### config.mk
export PLATFORM = sky130hd
export DESIGN_NAME = dma_tx_ring
export DESIGN_NICKNAME = d
export VERILOG_FILES = /design/src/rtl/dma_ring_pkg.sv /design/src/rtl/dma_ring_regs.sv /design/src/rtl/dma_ring_ptr.sv /design/src/rtl/dma_ring_walker.sv /design/src/rtl/dma_tx_ring.sv
export SDC_FILE = /design/constraint.sdc
export NUM_CORES = 1
export LEC_CHECK = 0
export ABC_AREA = 0
export BUFFER_PORTS_ARGS = -buffer_cell sky130_fd_sc_hd__buf_2
export CAP_MARGIN = 40
export CORE_MARGIN = 2
export CORE_UTILIZATION = 57
export DETAILED_ROUTE_END_ITERATION = 10
export GPL_TIMING_DRIVEN = 0
export PLACE_DENSITY = 0.84
export SLEW_MARGIN = 0
export SYNTH_ARGS = -nofsm -noshare
export SYNTH_HDL_FRONTEND = slang
export SYNTH_HIERARCHICAL = 1
export SYNTH_SLANG_ARGS = --single-unit
### constraint.sdc
create_clock -name clk -period 3.6 [get_ports clk]
set_clock_uncertainty 0.15 [all_clocks]
set_input_delay 0.72 -clock clk [delete_from_list [all_inputs] [get_ports clk]]
set_output_delay 0.72 -clock clk [all_outputs]
set_load 0.1 [all_outputs]
### src/rtl/dma_ring_pkg.sv
package dma_ring_pkg;

  localparam int unsigned WORD_W      = 32;
  localparam int unsigned KEEP_W      = WORD_W / 8;
  localparam int unsigned KEEP_LG     = $clog2(KEEP_W);
  localparam int unsigned LEN_W       = 14;
  localparam int unsigned BEAT_W      = LEN_W + 1 - KEEP_LG;
  localparam int unsigned DESC_STRIDE = 8;
  localparam int unsigned ALIGN_LG    = $clog2(DESC_STRIDE);
  localparam int unsigned W1_OFFSET   = 4;
  localparam int unsigned OWN_BIT     = 31;
  localparam int unsigned WRAP_BIT    = 30;
  localparam int unsigned EOF_BIT     = 29;
  localparam int unsigned REG_AW      = 2;

  typedef struct packed {
    logic             own;
    logic             wrap;
    logic             eof;
    logic [LEN_W-1:0] len;
  } desc_ctl_t;

  typedef enum logic [3:0] {
    WS_IDLE, WS_HEAD_REQ, WS_HEAD_WAIT, WS_CTL_REQ, WS_CTL_WAIT,
    WS_BUF_REQ, WS_BUF_WAIT, WS_BEAT, WS_WB
  } walk_state_t;

  typedef enum logic [REG_AW-1:0] {
    RSEL_BASE = 2'd0, RSEL_CTRL = 2'd1, RSEL_STAT = 2'd2, RSEL_PTR = 2'd3
  } reg_sel_t;

  function automatic desc_ctl_t desc_decode(input logic [WORD_W-1:0] w);
    desc_ctl_t c;
    c.own  = w[OWN_BIT];
    c.wrap = w[WRAP_BIT];
    c.eof  = w[EOF_BIT];
    c.len  = w[LEN_W-1:0];
    return c;
  endfunction

  // number of word beats needed to carry len bytes
  function automatic logic [BEAT_W-1:0] beats_of(input logic [LEN_W-1:0] len);
    logic [LEN_W:0] t;
    t = {1'b0, len} + (LEN_W+1)'(KEEP_W - 1);
    return BEAT_W'(t >> KEEP_LG);
  endfunction

  // byte enables of the final beat
  function automatic logic [KEEP_W-1:0] tail_keep(input logic [LEN_W-1:0] len);
    logic [KEEP_LG-1:0] rem;
    logic [KEEP_W-1:0]  k;
    rem = len[KEEP_LG-1:0];
    for (int i = 0; i < KEEP_W; i++) k[i] = (rem == '0) || (i < int'(rem));
    return k;
  endfunction

  function automatic logic [WORD_W-1:0] next_ring_ptr(input logic [WORD_W-1:0] ptr,
                                                      input logic [WORD_W-1:0] base,
                                                      input logic wrap);
    return wrap ? base : ptr + WORD_W'(DESC_STRIDE);
  endfunction

  function automatic logic [WORD_W-1:0] align_desc(input logic [WORD_W-1:0] a);
    return {a[WORD_W-1:ALIGN_LG], ALIGN_LG'(0)};
  endfunction

endpackage

### src/rtl/dma_ring_regs.sv
module dma_ring_regs
  import dma_ring_pkg::*;
(
  input  logic              clk,
  input  logic              rst_n,
  input  logic              reg_wr,
  input  logic [REG_AW-1:0] reg_addr,
  input  logic [WORD_W-1:0] reg_wdata,
  output logic [WORD_W-1:0] reg_rdata,
  input  logic [WORD_W-1:0] ring_ptr,
  input  logic              stop_evt,
  input  logic              frame_done_evt,
  output logic [WORD_W-1:0] base_addr,
  output logic [WORD_W-1:0] load_addr,
  output logic              base_load,
  output logic              go,
  output logic              eng_idle,
  output logic              done_flag
);

  logic wr_base, wr_ctrl, wr_stat;
  logic unused_wbit;

  assign wr_base   = reg_wr && (reg_sel_t'(reg_addr) == RSEL_BASE);
  assign wr_ctrl   = reg_wr && (reg_sel_t'(reg_addr) == RSEL_CTRL);
  assign wr_stat   = reg_wr && (reg_sel_t'(reg_addr) == RSEL_STAT);
  assign load_addr = align_desc(reg_wdata);
  assign base_load = wr_base && eng_idle;
  assign go        = wr_ctrl && reg_wdata[0] && eng_idle;
  assign unused_wbit = reg_wdata[2];

  always_ff @(posedge clk) begin
    if (!rst_n) begin
      base_addr <= '0;
      eng_idle  <= 1'b1;
      done_flag <= 1'b0;
    end else begin
      if (wr_base) base_addr <= load_addr;
      if (go) eng_idle <= 1'b0;
      else if (stop_evt) eng_idle <= 1'b1;
      if (frame_done_evt) done_flag <= 1'b1;
      else if (wr_stat && reg_wdata[1]) done_flag <= 1'b0;
    end
  end

  always_comb begin
    case (reg_sel_t'(reg_addr))
      RSEL_BASE: reg_rdata = base_addr;
      RSEL_STAT: reg_rdata = {{(WORD_W-2){1'b0}}, done_flag, eng_idle};
      RSEL_PTR:  reg_rdata = ring_ptr;
      default:   reg_rdata = '0;
    endcase
  end

endmodule

### src/rtl/dma_ring_ptr.sv
module dma_ring_ptr
  import dma_ring_pkg::*;
(
  input  logic              clk,
  input  logic              rst_n,
  input  logic              base_load,
  input  logic [WORD_W-1:0] load_addr,
  input  logic [WORD_W-1:0] base_addr,
  input  logic              wb_done,
  input  logic              wb_wrap,
  output logic [WORD_W-1:0] ring_ptr
);

  always_ff @(posedge clk) begin
    if (!rst_n) ring_ptr <= '0;
    else if (base_load) ring_ptr <= load_addr;
    else if (wb_done) ring_ptr <= next_ring_ptr(ring_ptr, base_addr, wb_wrap);
  end

endmodule

### src/rtl/dma_ring_walker.sv
module dma_ring_walker
  import dma_ring_pkg::*;
(
  input  logic              clk,
  input  logic              rst_n,
  input  logic              go,
  input  logic [WORD_W-1:0] ring_ptr,
  output logic              mem_req,
  output logic              mem_we,
  output logic [WORD_W-1:0] mem_addr,
  output logic [WORD_W-1:0] mem_wdata,
  input  logic              mem_gnt,
  input  logic              mem_rvalid,
  input  logic [WORD_W-1:0] mem_rdata,
  output logic              tx_valid,
  input  logic              tx_ready,
  output logic [WORD_W-1:0] tx_data,
  output logic [KEEP_W-1:0] tx_keep,
  output logic              tx_last,
  output logic              stop_evt,
  output logic              wb_done,
  output logic              wb_wrap,
  output logic              frame_done_evt
);

  walk_state_t       st, st_nx;
  logic [WORD_W-1:0] buf_addr;
  logic [WORD_W-1:0] ctl_raw;
  desc_ctl_t         ctl;
  desc_ctl_t         fetched;
  logic [BEAT_W-1:0] beats_left;
  logic              final_beat;

  assign fetched        = desc_decode(mem_rdata);
  assign final_beat     = (beats_left == BEAT_W'(1));
  assign tx_valid       = (st == WS_BEAT);
  assign wb_wrap        = ctl.wrap;
  assign frame_done_evt = wb_done && ctl.eof;

  always_comb begin
    st_nx     = st;
    mem_req   = 1'b0;
    mem_we    = 1'b0;
    mem_addr  = ring_ptr;
    mem_wdata = '0;
    stop_evt  = 1'b0;
    wb_done   = 1'b0;
    case (st)
      WS_IDLE:      if (go) st_nx = WS_HEAD_REQ;
      WS_HEAD_REQ: begin
        mem_req = 1'b1;
        if (mem_gnt) st_nx = WS_HEAD_WAIT;
      end
      WS_HEAD_WAIT: if (mem_rvalid) st_nx = WS_CTL_REQ;
      WS_CTL_REQ: begin
        mem_req  = 1'b1;
        mem_addr = ring_ptr + WORD_W'(W1_OFFSET);
        if (mem_gnt) st_nx = WS_CTL_WAIT;
      end
      WS_CTL_WAIT: begin
        if (mem_rvalid) begin
          if (!fetched.own) begin
            stop_evt = 1'b1;
            st_nx    = WS_IDLE;
          end else if (beats_of(fetched.len) == '0) begin
            st_nx = WS_WB;
          end else begin
            st_nx = WS_BUF_REQ;
          end
        end
      end
      WS_BUF_REQ: begin
        mem_req  = 1'b1;
        mem_addr = buf_addr;
        if (mem_gnt) st_nx = WS_BUF_WAIT;
      end
      WS_BUF_WAIT:  if (mem_rvalid) st_nx = WS_BEAT;
      WS_BEAT: begin
        if (tx_ready) st_nx = final_beat ? WS_WB : WS_BUF_REQ;
      end
      WS_WB: begin
        mem_req   = 1'b1;
        mem_we    = 1'b1;
        mem_addr  = ring_ptr + WORD_W'(W1_OFFSET);
        mem_wdata = ctl_raw & ~(WORD_W'(1) << OWN_BIT);
        if (mem_gnt) begin
          wb_done = 1'b1;
          st_nx   = WS_HEAD_REQ;
        end
      end
      default: st_nx = WS_IDLE;
    endcase
  end

  always_ff @(posedge clk) begin
    if (!rst_n) begin
      st         <= WS_IDLE;
      buf_addr   <= '0;
      ctl_raw    <= '0;
      ctl        <= '0;
      beats_left <= '0;
      tx_data    <= '0;
      tx_keep    <= '0;
      tx_last    <= 1'b0;
    end else begin
      st <= st_nx;
      if (st == WS_HEAD_WAIT && mem_rvalid) buf_addr <= mem_rdata;
      if (st == WS_CTL_WAIT && mem_rvalid) begin
        ctl_raw    <= mem_rdata;
        ctl        <= fetched;
        beats_left <= beats_of(fetched.len);
      end
      if (st == WS_BUF_WAIT && mem_rvalid) begin
        tx_data <= mem_rdata;
        tx_keep <= final_beat ? tail_keep(ctl.len) : '1;
        tx_last <= final_beat && ctl.eof;
      end
      if (st == WS_BEAT && tx_ready) begin
        beats_left <= beats_left - BEAT_W'(1);
        buf_addr   <= buf_addr + WORD_W'(KEEP_W);
      end
    end
  end

endmodule

### src/rtl/dma_tx_ring.sv
module dma_tx_ring
  import dma_ring_pkg::*;
(
  input  logic              clk,
  input  logic              rst_n,
  input  logic              reg_wr,
  input  logic [REG_AW-1:0] reg_addr,
  input  logic [WORD_W-1:0] reg_wdata,
  output logic [WORD_W-1:0] reg_rdata,
  output logic              mem_req,
  output logic              mem_we,
  output logic [WORD_W-1:0] mem_addr,
  output logic [WORD_W-1:0] mem_wdata,
  input  logic              mem_gnt,
  input  logic              mem_rvalid,
  input  logic [WORD_W-1:0] mem_rdata,
  output logic              tx_valid,
  input  logic              tx_ready,
  output logic [WORD_W-1:0] tx_data,
  output logic [KEEP_W-1:0] tx_keep,
  output logic              tx_last,
  output logic              irq
);

  logic [WORD_W-1:0] ring_ptr;
  logic [WORD_W-1:0] base_addr;
  logic [WORD_W-1:0] load_addr;
  logic              base_load;
  logic              go;
  logic              eng_idle;
  logic              done_flag;
  logic              stop_evt;
  logic              wb_done;
  logic              wb_wrap;
  logic              frame_done_evt;

  assign irq = done_flag;

  dma_ring_regs u_regs (
    .clk(clk), .rst_n(rst_n),
    .reg_wr(reg_wr), .reg_addr(reg_addr), .reg_wdata(reg_wdata), .reg_rdata(reg_rdata),
    .ring_ptr(ring_ptr), .stop_evt(stop_evt), .frame_done_evt(frame_done_evt),
    .base_addr(base_addr), .load_addr(load_addr), .base_load(base_load),
    .go(go), .eng_idle(eng_idle), .done_flag(done_flag)
  );

  dma_ring_ptr u_ptr (
    .clk(clk), .rst_n(rst_n),
    .base_load(base_load), .load_addr(load_addr), .base_addr(base_addr),
    .wb_done(wb_done), .wb_wrap(wb_wrap), .ring_ptr(ring_ptr)
  );

  dma_ring_walker u_walk (
    .clk(clk), .rst_n(rst_n), .go(go), .ring_ptr(ring_ptr),
    .mem_req(mem_req), .mem_we(mem_we), .mem_addr(mem_addr), .mem_wdata(mem_wdata),
    .mem_gnt(mem_gnt), .mem_rvalid(mem_rvalid), .mem_rdata(mem_rdata),
    .tx_valid(tx_valid), .tx_ready(tx_ready), .tx_data(tx_data),
    .tx_keep(tx_keep), .tx_last(tx_last),
    .stop_evt(stop_evt), .wb_done(wb_done), .wb_wrap(wb_wrap),
    .frame_done_evt(frame_done_evt)
  );

endmodule

==> summary.txt <==
Timing
  – Max-slew headroom: 32.62%
  – Slew Limit Fails: 0
  – Final period utilization: 98.27%
  – Final Hold Fails: 0
  – Final min period: 3.538 ns
  – Setup slack after layout: 0.06231 ns
  – Hold WS: about 0.3 ns
  – Final setup viols: 0
  – Maximum clock rate: roughly 0.28 GHz
  – Slew @ Worst Pin: 1.003 ns

Floorplan
  – Die width: 143.8 um
  – Die height: 143.8 um
  – Effective utilization at floorplan: 57.64%
  – Die area: a little over 20000 um2
  – Core Area: 19330 um2
  – Top-level port count: 209
  – Core Rows: 51

Cells and area
  – # diodes: 0
  – Post-Route Utilization: 69.73%
  – FF/Latch Area: between 3000 and 4000 um2
  – Most frequent cells in the layout: nand2_1, buf_2, dfxtp_1
  – Most common cell after layout, fill and taps aside: nand2_1
  – Fill cell total of the finished layout: 1672
  – Final cell count without fillers: slightly above 2000
  – Area of the multi-input gates: 6858 um2
  – Layout cells sized above 1: 21.72%
  – P&R area growth vs syn: 20.97%
  – # nets final: 1825

Synthesis
  – Post-synth top area share: 32.33%
  – Synth Area in Adders: 0.7859%
  – Syn_area_per_cell: 7.351 um2
  – Main combinational cell family by area after synthesis: simple AND/OR/NAND/NOR gates
  – Syn Inst Count: 1516
  – Synth Area in Simple Gates: 29.46%
  – Primary FF master, synth: dfxtp_1
  – Multiplexer area fraction after synthesis: 3.436%
  – Synth top area cells: dfxtp_1, nand2_1, a21oi_1
  – Synthesized cell area: between 10000 and 15000 um2
  – EDFF count, synth: 0
  – XOR/XNOR share of the synthesized area: 1.100%
  – Yosys cell types: 86
  – Post-synthesis compound-gate area fraction: 24.99%
  – Share of synthesized registers carrying an async set or reset: 0%
  – Register area share after synthesis: 32.33%
  – Yosys reg bits: 180
  – Area leader, netlist: dfxtp_1
  – Synth Warn #: 6

Route
  – Vias: 13038
  – Routed wl met3: 3654 um
  – Routed WL: 40540 um
  – Metal2 WL: 18860 um
  – Top Metal Used: met4
  – DRC Markers: 0
  – Detail Route Antenna Nets: 0
  – M1 WL: approximately 16000 um
  – DRT Pass-1 Iters: 6
  – Detailed Route Iter0 Violations: 1627
  – Average wire per standard cell: about 20 um
  – Via/cell ratio: 6.442

CTS
  – Clock Tree Buf Depth: 2
  – Total clock sinks: 180
  – Hold-fix buffers at CTS: 0
  – Clock Latency Late Sink: 0.44 ns
  – Reg clk slew, reported paths: 0.07 ns
  – TritonCTS Buffers: 17
  – H-tree levels: 4
  – CTS root buf: clkbuf_16
  – CTS tree: yes

Power and ir drop
  – Leak: 5.421 nW
  – Power Density: between 300 and 400 nW/um2
  – Max VDD drop: between 0.3 and 0.4 mV
  – Final Total Pwr: 4.760 mW

Placed design
  – Dpl cells: 1984
  – Final GP Congestion: 0.9792
  – # port buffers: 196
  – Half-perimeter wire length after placement: 30150 um
  – Place WS: -0.1867 ns

Worst setup path
  – Req. time, crit path: 2.73 ns
  – Worst Path Arrival: 2.67 ns
  – Critical Path Fanout Max: 10
  – Register-to-register path setup slack: 0.33 ns
  – R2r endpoint: u_ptr/ring_ptr[30]$_SDFFE_PN0P_
  – WS Path Type: reg -> out
  – Critical Path Start Type: register
  – Origin of the critical flop-to-flop path: u_walk/st[3]$_SDFFE_PN0P_
  – Cells on worst reg2reg path: 11
  – CP endpoint kind: output pin

Global route
  – Largest net degree at the start of global routing: 17
  – GRT Util Overall: 38.16%
  – Grt total ovfl: 0
  – First-pass GRT wire length: 61600 um
  – Vias in the first global route: 11463
  – Initial antenna violation count: 0

Min path
  – Hold WC Path Type: reg -> reg
  – Hold Path Sink: u_walk/ctl_raw[2]$_SDFFE_PN0P_
  – Min-Delay Startpoint: u_walk/ctl_raw[2]$_SDFFE_PN0P_
  – Hold path cells: 2

Run status
  – Status: finished clean

Run
  – Max cap viols: 0
synthesized netlist by cell type (8+ instances only):
| library cell | instances |
|---|---|
| nor4_1 | 14 |
| nand3_1 | 64 |
| and3_1 | 28 |
| o21ai_0 | 81 |
| nor3_1 | 18 |
| o211ai_1 | 25 |
| buf_4 | 38 |
| or3_1 | 13 |
| inv_1 | 26 |
| a21oi_1 | 123 |
| and2_1 | 38 |
| dfxtp_1 | 180 |
| nand4_1 | 25 |
| mux2i_1 | 36 |
| nor2_1 | 88 |
| a22oi_1 | 12 |
| clkbuf_1 | 75 |
| nand2_1 | 323 |
| buf_2 | 23 |
| o311ai_0 | 16 |
| a22o_1 | 34 |
| a31oi_1 | 38 |
| or4_1 | 11 |
| nor2b_1 | 8 |
critical path, stage by stage (launching register included):
cell and delay [ns]:
dfxtp_1 0.30, buf_2 0.23, nor2b_1 0.14, and2_1 0.18, buf_2 0.16, nor2_4 0.21, buf_2 0.28, o21ai_0 0.13
nand2_1 0.15, buf_2 0.45
per-stage QoR:
step	area, um2	setup TNS [ns]
2_1_floorplan	11270	-2.105
3_3_place_gp	12580	-0.3115
3_5_place_dp	12590	-0.7393
4_1_cts	13300	-0.04775
5_1_grt	13480	-0.007573
6_report	13480	0
kinds of logic (layout without fill, tap and decap cells):
logic type	after synthesis	count (layout)
AOI/OAI and AO/OA	423	423
buffers and inverters	174	412
DFF	180	180
and+or+nand+nor	678	678
muxes	38	38
adders and majority gates	7	7
xor gates and xnor gates	14	14
other	2	7
cell type report:
class,instances,area share [%]
tap,265,2.459
buffer,146,5.884
clock inverter,12,0.9188
clock buffer,20,3.313
multi-input combinational,1167,50.87
inverter,28,0.7796
timing repair buffer,206,8.817
sequential,180,26.96
per-layer routing:
layer,GRT usage (%),up-vias
met5,0,-
met1,46.87,6035
met3,5.931,192
met4,24.36,0
met2,62.36,906
li1,-,5905
state kept, by name (all words and copies together) (netlist names):
name               flops
u_regs/base_addr      29
u_walk/tx_keep         4
u_regs/eng_idle        1
u_regs/done_flag       1
u_walk/tx_data        32
u_ptr/ring_ptr        32
u_walk/beats_left     13
u_walk/buf_addr       32
u_walk/ctl_raw        31
u_walk/st              4
u_walk/tx_last         1
timing repair:
item,in CTS,in global routing
buffers inserted,3,5
pin swaps,2,4
gates cloned,0,0
resized for setup,40,51
endpoints found under the setup margin,65,61
power breakdown:
part	leakage, nW	internal (mW)	switching (mW)	total [mW]
Combinational	3.68	0.229	0.560	0.790
Clock	0.279	0.986	0.863	1.85
Sequential	1.46	2.03	0.0913	2.12
worst max path at each step:
| stage | endpoint | slack (ns) | cells past startpoint | start |
|---|---|---|---|---|
| after global placement | u_ptr/ring_ptr[6]$_SDFFE_PN0P_ | -0.13 | 10 | u_walk/st[0]$_SDFFE_PN0P_ |
| after detailed placement | u_ptr/ring_ptr[6]$_SDFFE_PN0P_ | -0.19 | 10 | u_walk/st[0]$_SDFFE_PN0P_ |
| after global routing | mem_addr[27] | -0.007 | 9 | u_walk/st[1]$_SDFFE_PN0P_ |
| final | mem_addr[27] | 0.06 | 9 | u_walk/st[1]$_SDFFE_PN0P_ |
| after floorplan | mem_addr[5] | -0.72 | 6 | u_walk/st[2]$_SDFFE_PN0P_ |
| after CTS | mem_addr[30] | -0.05 | 6 | u_ptr/ring_ptr[14]$_SDFFE_PN0P_ |
(Power assumes the default switching activity.)
